**src/rtl/i2cs_ovr_pkg.sv**
```systemverilog
package i2cs_ovr_pkg;
    typedef enum logic {RX_IDLE, RX_HELD} rx_state_t;
    typedef enum logic {TX_VOID, TX_READY} tx_state_t;
    typedef enum logic {OVR_CLEAR, OVR_RAISED} ovr_state_t;
endpackage

```
**src/rtl/i2cs_rx_slot.sv**
```systemverilog
module i2cs_rx_slot
    import i2cs_ovr_pkg::*;
#(
    parameter int DATA_W = 8
) (
    input  logic              clk,
    input  logic              rst_n,
    input  logic              guard,
    input  logic              done,
    input  logic [DATA_W-1:0] din,
    input  logic              rd,
    output logic              nack,
    output logic              overrun,
    output logic [DATA_W-1:0] dout,
    output logic              full
);
    rx_state_t         state_q, state_d;
    logic [DATA_W-1:0] data_q;
    logic              load;

    always_ff @(posedge clk or negedge rst_n) begin
        if (!rst_n) state_q <= RX_IDLE;
        else        state_q <= state_d;
    end

    always_comb begin
        state_d = state_q;
        load    = 1'b0;
        unique case (state_q)
            RX_IDLE: begin
                if (done) begin
                    state_d = RX_HELD;
                    load    = 1'b1;
                end
            end
            RX_HELD: begin
                if (rd && done) begin
                    load = 1'b1;
                end else if (rd) begin
                    state_d = RX_IDLE;
                end
            end
            default: state_d = RX_IDLE;
        endcase
    end

    always_ff @(posedge clk or negedge rst_n) begin
        if (!rst_n)    data_q <= '0;
        else if (load) data_q <= din;
    end

    always_comb begin
        overrun = done && (state_q == RX_HELD) && !rd && guard;
        nack    = overrun;
        dout    = data_q;
        full    = (state_q == RX_HELD);
    end


    held_byte_kept_chk: assert property (@(posedge clk) disable iff (!rst_n)
        (full && done && !rd) |=> (dout == $past(dout)));

    nack_needs_guard_chk: assert property (@(posedge clk) disable iff (!rst_n)
        nack |-> guard);

    read_drains_chk: assert property (@(posedge clk) disable iff (!rst_n)
        (rd && !done) |=> !full);
endmodule

```
**src/rtl/i2cs_tx_slot.sv**
```systemverilog
module i2cs_tx_slot
    import i2cs_ovr_pkg::*;
#(
    parameter int DATA_W = 8
) (
    input  logic              clk,
    input  logic              rst_n,
    input  logic              guard,
    input  logic              req,
    input  logic              wr,
    input  logic [DATA_W-1:0] wdata,
    output logic [DATA_W-1:0] dout,
    output logic              empty,
    output logic              underrun
);
    localparam logic [DATA_W-1:0] FILL = {DATA_W{1'b1}};

    tx_state_t         state_q, state_d;
    logic [DATA_W-1:0] data_q;

    always_ff @(posedge clk or negedge rst_n) begin
        if (!rst_n) state_q <= TX_VOID;
        else        state_q <= state_d;
    end

    always_comb begin
        state_d = state_q;
        unique case (state_q)
            TX_VOID: begin
                if (wr) state_d = TX_READY;
            end
            TX_READY: begin
                if (!wr && req) state_d = TX_VOID;
            end
            default: state_d = TX_VOID;
        endcase
    end

    always_ff @(posedge clk or negedge rst_n) begin
        if (!rst_n)  data_q <= '0;
        else if (wr) data_q <= wdata;
    end

    always_comb begin
        empty    = (state_q == TX_VOID);
        underrun = req && empty && guard;
        dout     = (underrun) ? FILL : data_q;
    end


    send_empties_chk: assert property (@(posedge clk) disable iff (!rst_n)
        (req && !wr) |=> empty);

    write_loads_chk: assert property (@(posedge clk) disable iff (!rst_n)
        wr |=> !empty);
endmodule

```
**src/rtl/i2cs_ovr_flag.sv**
```systemverilog
module i2cs_ovr_flag
    import i2cs_ovr_pkg::*;
(
    input  logic clk,
    input  logic rst_n,
    input  logic set,
    input  logic clr,
    output logic flag
);
    ovr_state_t state_q, state_d;

    always_ff @(posedge clk or negedge rst_n) begin
        if (!rst_n) state_q <= OVR_CLEAR;
        else        state_q <= state_d;
    end

    always_comb begin
        state_d = state_q;
        unique case (state_q)
            OVR_CLEAR:  if (set) state_d = OVR_RAISED;
            OVR_RAISED: if (clr && !set) state_d = OVR_CLEAR;
            default:    state_d = OVR_CLEAR;
        endcase
    end

    assign flag = (state_q == OVR_RAISED);


    event_raises_chk: assert property (@(posedge clk) disable iff (!rst_n)
        set |=> flag);

    flag_sticky_chk: assert property (@(posedge clk) disable iff (!rst_n)
        (flag && !clr) |=> flag);
endmodule

```
**src/rtl/i2cs_ovr_ctrl.sv**
```systemverilog
module i2cs_ovr_ctrl
    import i2cs_ovr_pkg::*;
#(
    parameter int DATA_W = 8
) (
    input  logic              clk,
    input  logic              rst_n,
    input  logic              slave_mode,
    input  logic              no_stretch,
    input  logic              err_irq_en,
    input  logic              rx_done,
    input  logic [DATA_W-1:0] rx_in,
    output logic              rx_nack,
    input  logic              sw_rd,
    output logic [DATA_W-1:0] rx_data,
    output logic              rx_full,
    input  logic              tx_req,
    output logic [DATA_W-1:0] tx_out,
    output logic              tx_empty,
    input  logic              sw_wr,
    input  logic [DATA_W-1:0] wr_data,
    input  logic              ovr_clr,
    output logic              ovr,
    output logic              irq
);
    logic guard;
    logic rx_over;
    logic tx_under;

    assign guard = slave_mode && no_stretch;

    i2cs_rx_slot #(.DATA_W(DATA_W)) u_rx (
        .clk     (clk),
        .rst_n   (rst_n),
        .guard   (guard),
        .done    (rx_done),
        .din     (rx_in),
        .rd      (sw_rd),
        .nack    (rx_nack),
        .overrun (rx_over),
        .dout    (rx_data),
        .full    (rx_full)
    );

    i2cs_tx_slot #(.DATA_W(DATA_W)) u_tx (
        .clk      (clk),
        .rst_n    (rst_n),
        .guard    (guard),
        .req      (tx_req),
        .wr       (sw_wr),
        .wdata    (wr_data),
        .dout     (tx_out),
        .empty    (tx_empty),
        .underrun (tx_under)
    );

    i2cs_ovr_flag u_flag (
        .clk   (clk),
        .rst_n (rst_n),
        .set   (rx_over || tx_under),
        .clr   (ovr_clr),
        .flag  (ovr)
    );

    assign irq = ovr && err_irq_en;


    no_flag_unguarded_chk: assert property (@(posedge clk) disable iff (!rst_n)
        (!guard && !ovr) |=> !ovr);
endmodule

```
**config.mk**
```make
export PLATFORM = sky130hd
export DESIGN_NAME = i2cs_ovr_ctrl
export DESIGN_NICKNAME = d
export VERILOG_FILES = /design/src/rtl/i2cs_ovr_pkg.sv /design/src/rtl/i2cs_rx_slot.sv /design/src/rtl/i2cs_tx_slot.sv /design/src/rtl/i2cs_ovr_flag.sv /design/src/rtl/i2cs_ovr_ctrl.sv
export SDC_FILE = /design/constraint.sdc
export NUM_CORES = 1
export LEC_CHECK = 0
export BUFFER_PORTS_ARGS = -buffer_cell sky130_fd_sc_hd__buf_2
export CAP_MARGIN = 20
export CORE_ASPECT_RATIO = 1.5
export CORE_MARGIN = 10
export CORE_UTILIZATION = 45
export DETAILED_ROUTE_END_ITERATION = 10
export PLACE_DENSITY_LB_ADDON = 0.08
export SLEW_MARGIN = 15
export SYNTH_ARGS = -nofsm -noshare
export SYNTH_HDL_FRONTEND = slang
export SYNTH_HIERARCHICAL = 1
export SYNTH_SLANG_ARGS = --single-unit
```
**constraint.sdc**
```tcl
create_clock -name clk -period 3.1 [get_ports clk]
set_clock_uncertainty 0.1 [all_clocks]
set_input_delay 0.155 -clock clk [delete_from_list [all_inputs] [get_ports clk]]
set_output_delay 0.155 -clock clk [all_outputs]
set_load 0.01 [all_outputs]
```
# [Word-level counts from Yosys, hierarchy flattened]
# Cells that the tools add are included.
[word_totals] ff_bits=19 latchBits=0 ram_bits=0 romBits=0 inputBits=26 output_inout_bits=21 word_cells=35 n_memories=0
[classes] addsub=0 n_mul=0 n_div=0 magnitude_cmp=0 n_eq_ne=0 n_shift=0 mux=13 bitwise=3 reduce_logical=14
[ops] cell="logical AND 1 bit" n=10
[ops] cell="two-way mux 1 bit" n=8
[ops] cell="two-way mux 8 bit" n=1
[ops] cell="case mux 1 bit (2 select lines)" n=4
[ops] cell="zero test 1 bit" n=3
[ops] cell="inverter 1 bit" n=3
[ops] cell="logical OR 1 bit" n=1

# [Longest topological paths before layout]
# Gate-level depths: netlist of run 1.
[logic_depth] ltp_word=8 ltp_mapped=6 depth_no_buf=5

# [By module]
# The synthesis of run 1 kept the hierarchy.
[modules_own_cells] module="i2cs_tx_slot" instances=1 cells_per_inst=30 area_per_inst_um2=441.7 seq_area_each_um2=225.2
[modules_own_cells] module="i2cs_rx_slot" instances=1 cells_per_inst=23 area_per_inst_um2=392.9 seq_area_each_um2=225.2
[modules_own_cells] module="i2cs_ovr_flag" instances=1 cells_per_inst=3 area_per_inst_um2=36.3 seq_area_each_um2=25.0
[modules_own_cells] module="i2cs_ovr_ctrl" instances=1 cells_per_inst=3 area_per_inst_um2=18.8 seq_area_each_um2=0.0

# [Worst setup path before layout of run 1]
# No wires, ideal clock.
[synth_path] kind="register to register" start="reg u_rx.state_q, in the netlist u_rx/full" end="reg u_flag.state_q, in the netlist u_flag/flag" setup_ps=118 t_arrival_ps=1057 setup_slack_ps=1825 stages_incl_launch_ff=6 n_path_buf=1 synth_period_minus_slack_ps=1275 cell_sequence="dfrtp_1 -> nand2b_4 -> nor2_1 -> buf_4 -> or2_1 -> a21o_1"
[synth_via] elab_chain_len=8
[synth_rtl] item="start, declared" line_no="i2cs_rx_slot.sv:17" source="rx_state_t state_q, state_d;"
[synth_rtl] item="start signal, assigned" line_no="i2cs_rx_slot.sv:23" source="else state_q <= state_d;"
[synth_rtl] item="logical AND 1 bit * (3 in a row)" line_no="i2cs_rx_slot.sv:53" source="overrun = done && (state_q == RX_HELD) && !rd && guard;"
[synth_rtl] item="net rx_nack" line_no="i2cs_ovr_ctrl.sv:13" source="output logic rx_nack,"
[synth_rtl] item="logical OR 1 bit *" line_no="i2cs_ovr_ctrl.sv:60" source=".set (rx_over || tx_under),"
[synth_rtl] item="zero test 1 bit" line_no="i2cs_ovr_flag.sv:21" source="OVR_RAISED: if (clr && !set) state_d = OVR_CLEAR;"
[synth_rtl] item="logical AND 1 bit" line_no="i2cs_ovr_flag.sv:21"
[synth_rtl] item="two-way mux 1 bit" line_no="i2cs_ovr_flag.sv:21"
[synth_rtl] item="case mux 1 bit (2 select lines) *" line_no="i2cs_ovr_flag.sv:19" source="unique case (state_q)"
[synth_rtl] item="net u_flag.state_d" line_no="i2cs_ovr_flag.sv:10" source="ovr_state_t state_q, state_d;"
[synth_rtl] item="end signal, assigned" line_no="i2cs_ovr_flag.sv:14" source="else state_q <= state_d;"
[synth_rtl] item="end, declared" line_no="i2cs_ovr_flag.sv:10"
# Mark *: on every way through the listed nets, which the timed path passes. The rest lies on a longest branch.
# A chain may end at the register's enable or synchronous reset.

# [Final worst setup path of run 1]
[layout_path] start="in tx_req" end="out tx_out[4]"
[layout_via] elab_chain_len=3
[layout_rtl] item="start, declared" line_no="i2cs_ovr_ctrl.sv:17" source="input logic tx_req,"
[layout_rtl] item="logical AND 1 bit (2 in a row)" line_no="i2cs_tx_slot.sv:46" source="underrun = req && empty && guard;"
[layout_rtl] item="two-way mux 8 bit" line_no="i2cs_tx_slot.sv:47" source="dout = (underrun) ? FILL : data_q;"
[layout_rtl] item="end, declared" line_no="i2cs_ovr_ctrl.sv:18" source="output logic [DATA_W-1:0] tx_out,"
# No other way between the ends.

==> results of run 1 <==
per-layer routing:
| layer | share of wire, % | global-route usage, % | vias to the layer above |
|---|---|---|---|
| li1 | - | - | 323 |
| met1 | 37 | 10.9 | 309 |
| met2 | 52 | 19.4 | 31 |
| met3 | 9.6 | 4.26 | 4 |
| met4 | 1.3 | 5.63 | 0 |
| met5 | 0 | 0 | - |
sequential cells by signal, summed over array words and instances (netlist names):
signal and count:
u_tx/state_q 1, u_rx/dout 8, u_tx/data_q 8, u_rx/full 1
u_flag/flag 1
timing repair:
| action | CTS | global route |
|---|---|---|
| hold buffers | 18 | 0 |
| endpoints found under the hold margin | 36 | 0 |
| buffers inserted | 0 | 0 |
power groups by stage:
stage	logic, mW	clock network [mW]	registers, mW
6_report	0.155	0.122	0.291
5_1_grt	0.170	0.139	0.295
4_1_cts	0.158	0.129	0.291
3_5_place_dp	0.140	0	0.295
3_3_place_gp	0.139	0	0.294
2_1_floorplan	0.0732	0	0.303
how the worst max path moves through the flow:
stage / start / end / slack (ps) / depth (start not counted)
after floorplan: u_rx/full / u_flag/flag / 1820 / 5
after detailed placement: slave_mode / u_flag/flag / 1900 / 6
after global placement: slave_mode / u_flag/flag / 1930 / 6
after global routing: tx_req / tx_out[6] / 1600 / 5
after CTS: tx_req / tx_out[6] / 1660 / 5
final: tx_req / tx_out[4] / 1650 / 5
cell type report:
type	instances	area, sq um	share of cell area, %
Sequential cell	19	475	35.6
Timing Repair Buffer	64	410	30.7
Multi-Input combinational cell	35	384	28.8
Tap cell	21	26.3	1.97
Clock buffer	3	22.5	1.69
Inverter	3	11.3	0.843
Clock inverter	1	5.00	0.375
worst max-delay path: cells and delay by family:
| family | cells | cell delay [ps] |
|---|---|---|
| buf+inv | 3 | 810 |
| simple gates | 2 | 230 |
kinds of logic after synthesis:
logic type | after synthesis | share of synthesized area [%]
compound gates | 2 | 1.69
buf+inv | 5 | 3.38
simple gates | 17 | 14.5
mux | 16 | 27.0
flops | 19 | 53.4
through the flow:
stage / util [%] / hold WS [ps]
after CTS: 72.0 / 1.85
after floorplan: - / -241
after detailed placement: 60.8 / 11.4
after global placement: 60.8 / 14.0
after global routing: 72.0 / 11.0
final: 72.0 / 10.8
cell usage in the layout (no fill, tap or decap), drive strengths merged, types with 2 or more instances in the layout:
| master | instances |
|---|---|
| buf | 46 |
| dfrtp | 19 |
| dlygate4sd3 | 18 |
| mux2 | 16 |
| nand2b | 9 |
| clkbuf | 3 |
| inv | 3 |
| and2 | 2 |
| nand2 | 2 |
==> flow_metrics.py, run 1 <==
metrics = {
    "outcome": {
        "outcome": "complete, no violations",
    },
    "global_route": {
        "grt_overflow_total": 0,
        "grt_max_degree": 20,
        "grt_pass1_vias": 802,
        "grt_pass1_wl_um": 3710,
        "track_usage_pct": 10.9,
        "antenna_found_initial": 0,
    },
    "clocking": {
        "cts_tree": "done",
        "cts.sinks": 19,
        "cts_buffer_depth": 2,
        "cts_max_level": 1,
        "cts_resized": 0,
        "clk_pin_slew_ps": 100,
        "ctsRootBufferMaster": "clkbuf_4",
        "worstSkewPairLatency_ps": 290,
        "cts_made_buffers": 3,
    },
    "critical_path": {
        "endpoint_kind": "output pin",
        "crit_chain": "dlygate4sd3_1, buf_2, nand3b_4, nand2b_1, buf_2",
        "critical-path-slowest-cell": "dlygate4sd3_1",
        "timing.critical_path.mode_cell": "buf_2",
        "critPathRequiredTime_ps": 2840,
        "r2r_start": "u_rx/full",
        "crit_path_start_kind": "primary input",
        "r2r-end": "u_rx/dout[0]",
        "crit_arrival_ps": 1190,
        "rr_worst_depth": 3,
        "reg2reg_slack_ps": 1940,
        "crit_path_max_incr_delay_ps": 540,
        "crit_type": "in2out",
        "cp_max_fo": 9,
    },
    "hold_path": {
        "whs_path_depth": 2,
        "min-delay-start": "rx_done",
        "hold_class": "in2reg",
        "holdPathEnd": "u_rx/full",
    },
    "synthesis": {
        "async_reset_ff_share_pct": 100,
        "synth-seq-area-share_pct": 53.4,
        "yosysTopAreaCellShare_pct": 53.4,
        "syn_area_sq_um": 890,
        "postSynthAreaPerCell_sq_um": 15.1,
        "synth_area_leader_cell": "dfrtp_1",
        "synthesis.nets": 85,
        "netlist_instances": 59,
        "synth_common_cells": "19 x dfrtp_1, 16 x mux2_4, 8 x nand2b_1",
        "ys_seq_elements": 19,
        "synth_edf_count": 0,
        "synth_ff_type": "dfrtp_1",
        "yosysMostFrequentCell": "dfrtp_1",
        "synthTopCellsByArea": "dfrtp_1 53%, mux2_4 27%, nand2b_1 5.6%, nand3b_4 2.3%, nand2b_4 1.5%",
        "yosys_warnings": 6,
        "synth.distinct_cells": 16,
    },
    "timing": {
        "finalHoldViolCount": 0,
        "fin_setup_tns_ps": 0,
        "setup_slack_ps": 1650,
        "max_clock_freq_ghz": 0.691,
        "layout_min_cycle_time_ps": 1450,
        "relSlewSlack_pct": 72.0,
        "tightest_slew_ps": 420,
        "rsz0062_at_grt": "false",
        "setup_violations": 0,
        "slew_viol_final": 0,
        "timing.final.crit_share_pct": 46.7,
    },
    "route": {
        "wirelength_um": 2150,
        "firstDrtPassIters": 1,
        "drc_errors": 0,
        "ant_nets": 0,
        "viasPerCell": 4.57,
        "drt-initial-drc-count": 0,
        "vias": 667,
        "wl_per_cell_um": 14.7,
    },
    "floorplan": {
        "die_area_sq_mm": 0.00419,
        "core_area_sq_mm": 0.00185,
        "die-height_um": 74.5,
        "initial_utilization_pct": 48.0,
        "rows": 19,
        "die_w_um": 56.3,
        "io_pins": 47,
    },
    "run": {
        "max-cap-violations": 0,
    },
    "placement": {
        "dp_cells": 124,
        "placed_area_sq_mm": 0.00113,
        "routabilityCongestion": 0.631,
        "place_ws_ps": 1900,
        "io_buffers": 46,
        "hpwl_um": 1550,
    },
    "power_and_ir_drop": {
        "power_frac_clock_pct": 21.5,
        "p_seq_share_pct": 51.2,
        "p_sw_mw": 0.150,
        "power_mw": 0.568,
        "switching_share_pct": 26.3,
        "vdd_drop_max_mv": 0.337,
        "internal_power_mw": 0.419,
        "comb_power_share_pct": 27.4,
        "p_leak_nw": 0.751,
        "power_density_mw_per_mm2": 426,
    },
    "finish": {
        "final_nets": 152,
        "fillers": 141,
        "final_cell_count_no_fill": 146,
        "drive_gt1_share_pct": 55.2,
        "final_area_sq_mm": 0.00134,
        "area_growth_pct": 50.1,
        "diodes": 0,
    },
}
Power figures use the tool's default switching activity.
==> run 2: changes to the inputs <==
CORE_UTILIZATION = 43   (was 45)
clock period = 1.45 ns   (was 3.1 ns; I/O delays follow)
==> run 2 against run 1 <==
Compared with the run above: sequential power rose by 110%; design area rose by 1.6%; largest cell class unchanged; power rose by 120%.
==> flow_metrics.py, run 2 (synthesized netlist as in run 1, its figures left out) <==
metrics = {
    "finish": {
        "layout_common_cells": "46 x buf_2, 20 x dlygate4sd3_1, 19 x dfrtp_1",
        "diodes": 0,
        "drive_gt1_share_pct": 54.3,
        "fillers": 159,
        "area_growth_pct": 52.5,
        "postLayoutCoreUtil_pct": 67.8,
        "final_nets": 154,
        "layout_commonest_cell": "buf_2",
    },
    "timing": {
        "fin_setup_tns_ps": 0,
        "relSlewSlack_pct": 72.3,
        "tightest_slew_ps": 416,
        "setup_violations": 0,
        "rsz0062_at_grt": "false",
        "finalHoldViolCount": 0,
        "holdWs_ps": 81.2,
        "layout_min_cycle_time_ps": 1300,
        "max_clock_freq_ghz": 0.767,
        "slew_viol_final": 0,
        "timing.final.crit_share_pct": 89.9,
    },
    "floorplan": {
        "die_area_sq_mm": 0.00433,
        "core_area_sq_mm": 0.00200,
        "die_w_um": 57.1,
        "rows": 20,
        "io_pins": 47,
        "die-height_um": 75.7,
        "initial_utilization_pct": 44.4,
    },
    "route": {
        "wl_per_cell_um": 14.8,
        "drt-initial-drc-count": 4,
        "drc_errors": 0,
        "firstDrtPassIters": 2,
        "viasPerCell": 4.50,
        "wirelength_um": 2200,
        "vias": 670,
        "ant_nets": 0,
    },
    "critical_path": {
        "endpoint_kind": "output pin",
        "crit_arrival_ps": 1130,
        "crit_type": "reg2out",
        "cp_max_fo": 9,
        "critPathRequiredTime_ps": 1280,
        "crit_path_start_kind": "register",
    },
    "outcome": {
        "outcome": "complete, no violations",
    },
    "global_route": {
        "grt_pass1_wl_um": 3590,
        "track_usage_pct": 10.5,
        "grt_max_degree": 20,
        "grt_pass1_vias": 765,
        "grt_overflow_total": 0,
        "antenna_found_initial": 0,
    },
    "power_and_ir_drop": {
        "power_density_mw_per_mm2": 903,
        "p_leak_nw": 0.759,
        "internal_power_mw": 0.899,
        "vdd_drop_max_mv": 0.570,
        "comb_power_share_pct": 27.3,
        "p_seq_share_pct": 50.9,
        "p_sw_mw": 0.327,
        "switching_share_pct": 26.7,
        "power_mw": 1.23,
        "power_frac_clock_pct": 21.8,
    },
    "clocking": {
        "cts_buffer_depth": 2,
        "cts_tree": "done",
        "post_cts_buffers": 0,
        "clk_pin_slew_ps": 110,
        "worstSkewPairLatency_ps": 290,
        "ctsRootBufferMaster": "clkbuf_4",
        "cts_made_buffers": 3,
        "cts_max_level": 1,
        "cts_resized": 0,
        "cts.sinks": 19,
    },
    "placement": {
        "io_buffers": 46,
        "routabilityCongestion": 0.677,
    },
    "hold_path": {
        "hold_class": "in2reg",
    },
    "run": {
        "max-cap-violations": 0,
    },
}
-- run 2: per-stage QoR --
stage | cells | cell area [sq um] | setup WS (ps)
floorplan | 59 | 890 | 175
global placement | 125 | 1130 | 318
detailed placement | 125 | 1130 | 290
CTS | 149 | 1360 | 121
global route | 149 | 1360 | 50.2
finish | 149 | 1360 | 146
-- run 2: final timing paths --
| check | from | endpoint | slack [ps] | cells past startpoint |
|---|---|---|---|---|
| hold / removal | sw_wr | u_tx/state_q | 80 | 2 |
| min in group asynchronous | rst_n | u_tx/data_q[1] | 130 | 2 |
| setup / recovery | u_tx/state_q | tx_out[1] | 150 | 3 |
| hold reg to reg | u_flag/flag | u_flag/flag | 420 | 1 |
| max in group asynchronous | rst_n | u_rx/full | 830 | 2 |
| setup reg to reg | u_tx/state_q | u_flag/flag | 290 | 4 |
-- run 2: what timing repair did --
item	in CTS	in global routing
hold buffers	20	0
endpoints found under the setup margin	0	0
hold endpoints to repair	38	0
-- run 2: critical path: stages (launching register included) --
cell and delay (ps):
dfrtp_1 400, nand3b_4 220, nand2b_1 100, buf_2 130
-- run 2: power groups by stage --
stage | logic (mW) | registers [mW] | clock network, mW
finish | 0.334 | 0.624 | 0.267
global route | 0.365 | 0.633 | 0.303
CTS | 0.341 | 0.625 | 0.277
detailed placement | 0.300 | 0.634 | 0
global placement | 0.292 | 0.631 | 0
floorplan | 0.156 | 0.647 | 0
-- run 2: layout make-up --
| type | count | area (sq um) | share of cell area (%) |
|---|---|---|---|
| flip-flops and latches | 19 | 475 | 35.1 |
| repair buffers | 66 | 430 | 31.7 |
| multi-input cells | 35 | 384 | 28.3 |
| well taps | 22 | 27.5 | 2.03 |
| clock buffers | 3 | 22.5 | 1.66 |
| inverters | 3 | 11.3 | 0.830 |
| clock inverters | 1 | 5.00 | 0.369 |
-- run 2: routing by layer --
metal | GRT usage (%) | vias to the layer above | routed length, um
li1 | - | 328 | -
met1 | 11.6 | 312 | 879
met2 | 17.2 | 28 | 1100
met3 | 4.50 | 2 | 203
met4 | 4.71 | 0 | 14
met5 | 0 | - | 0
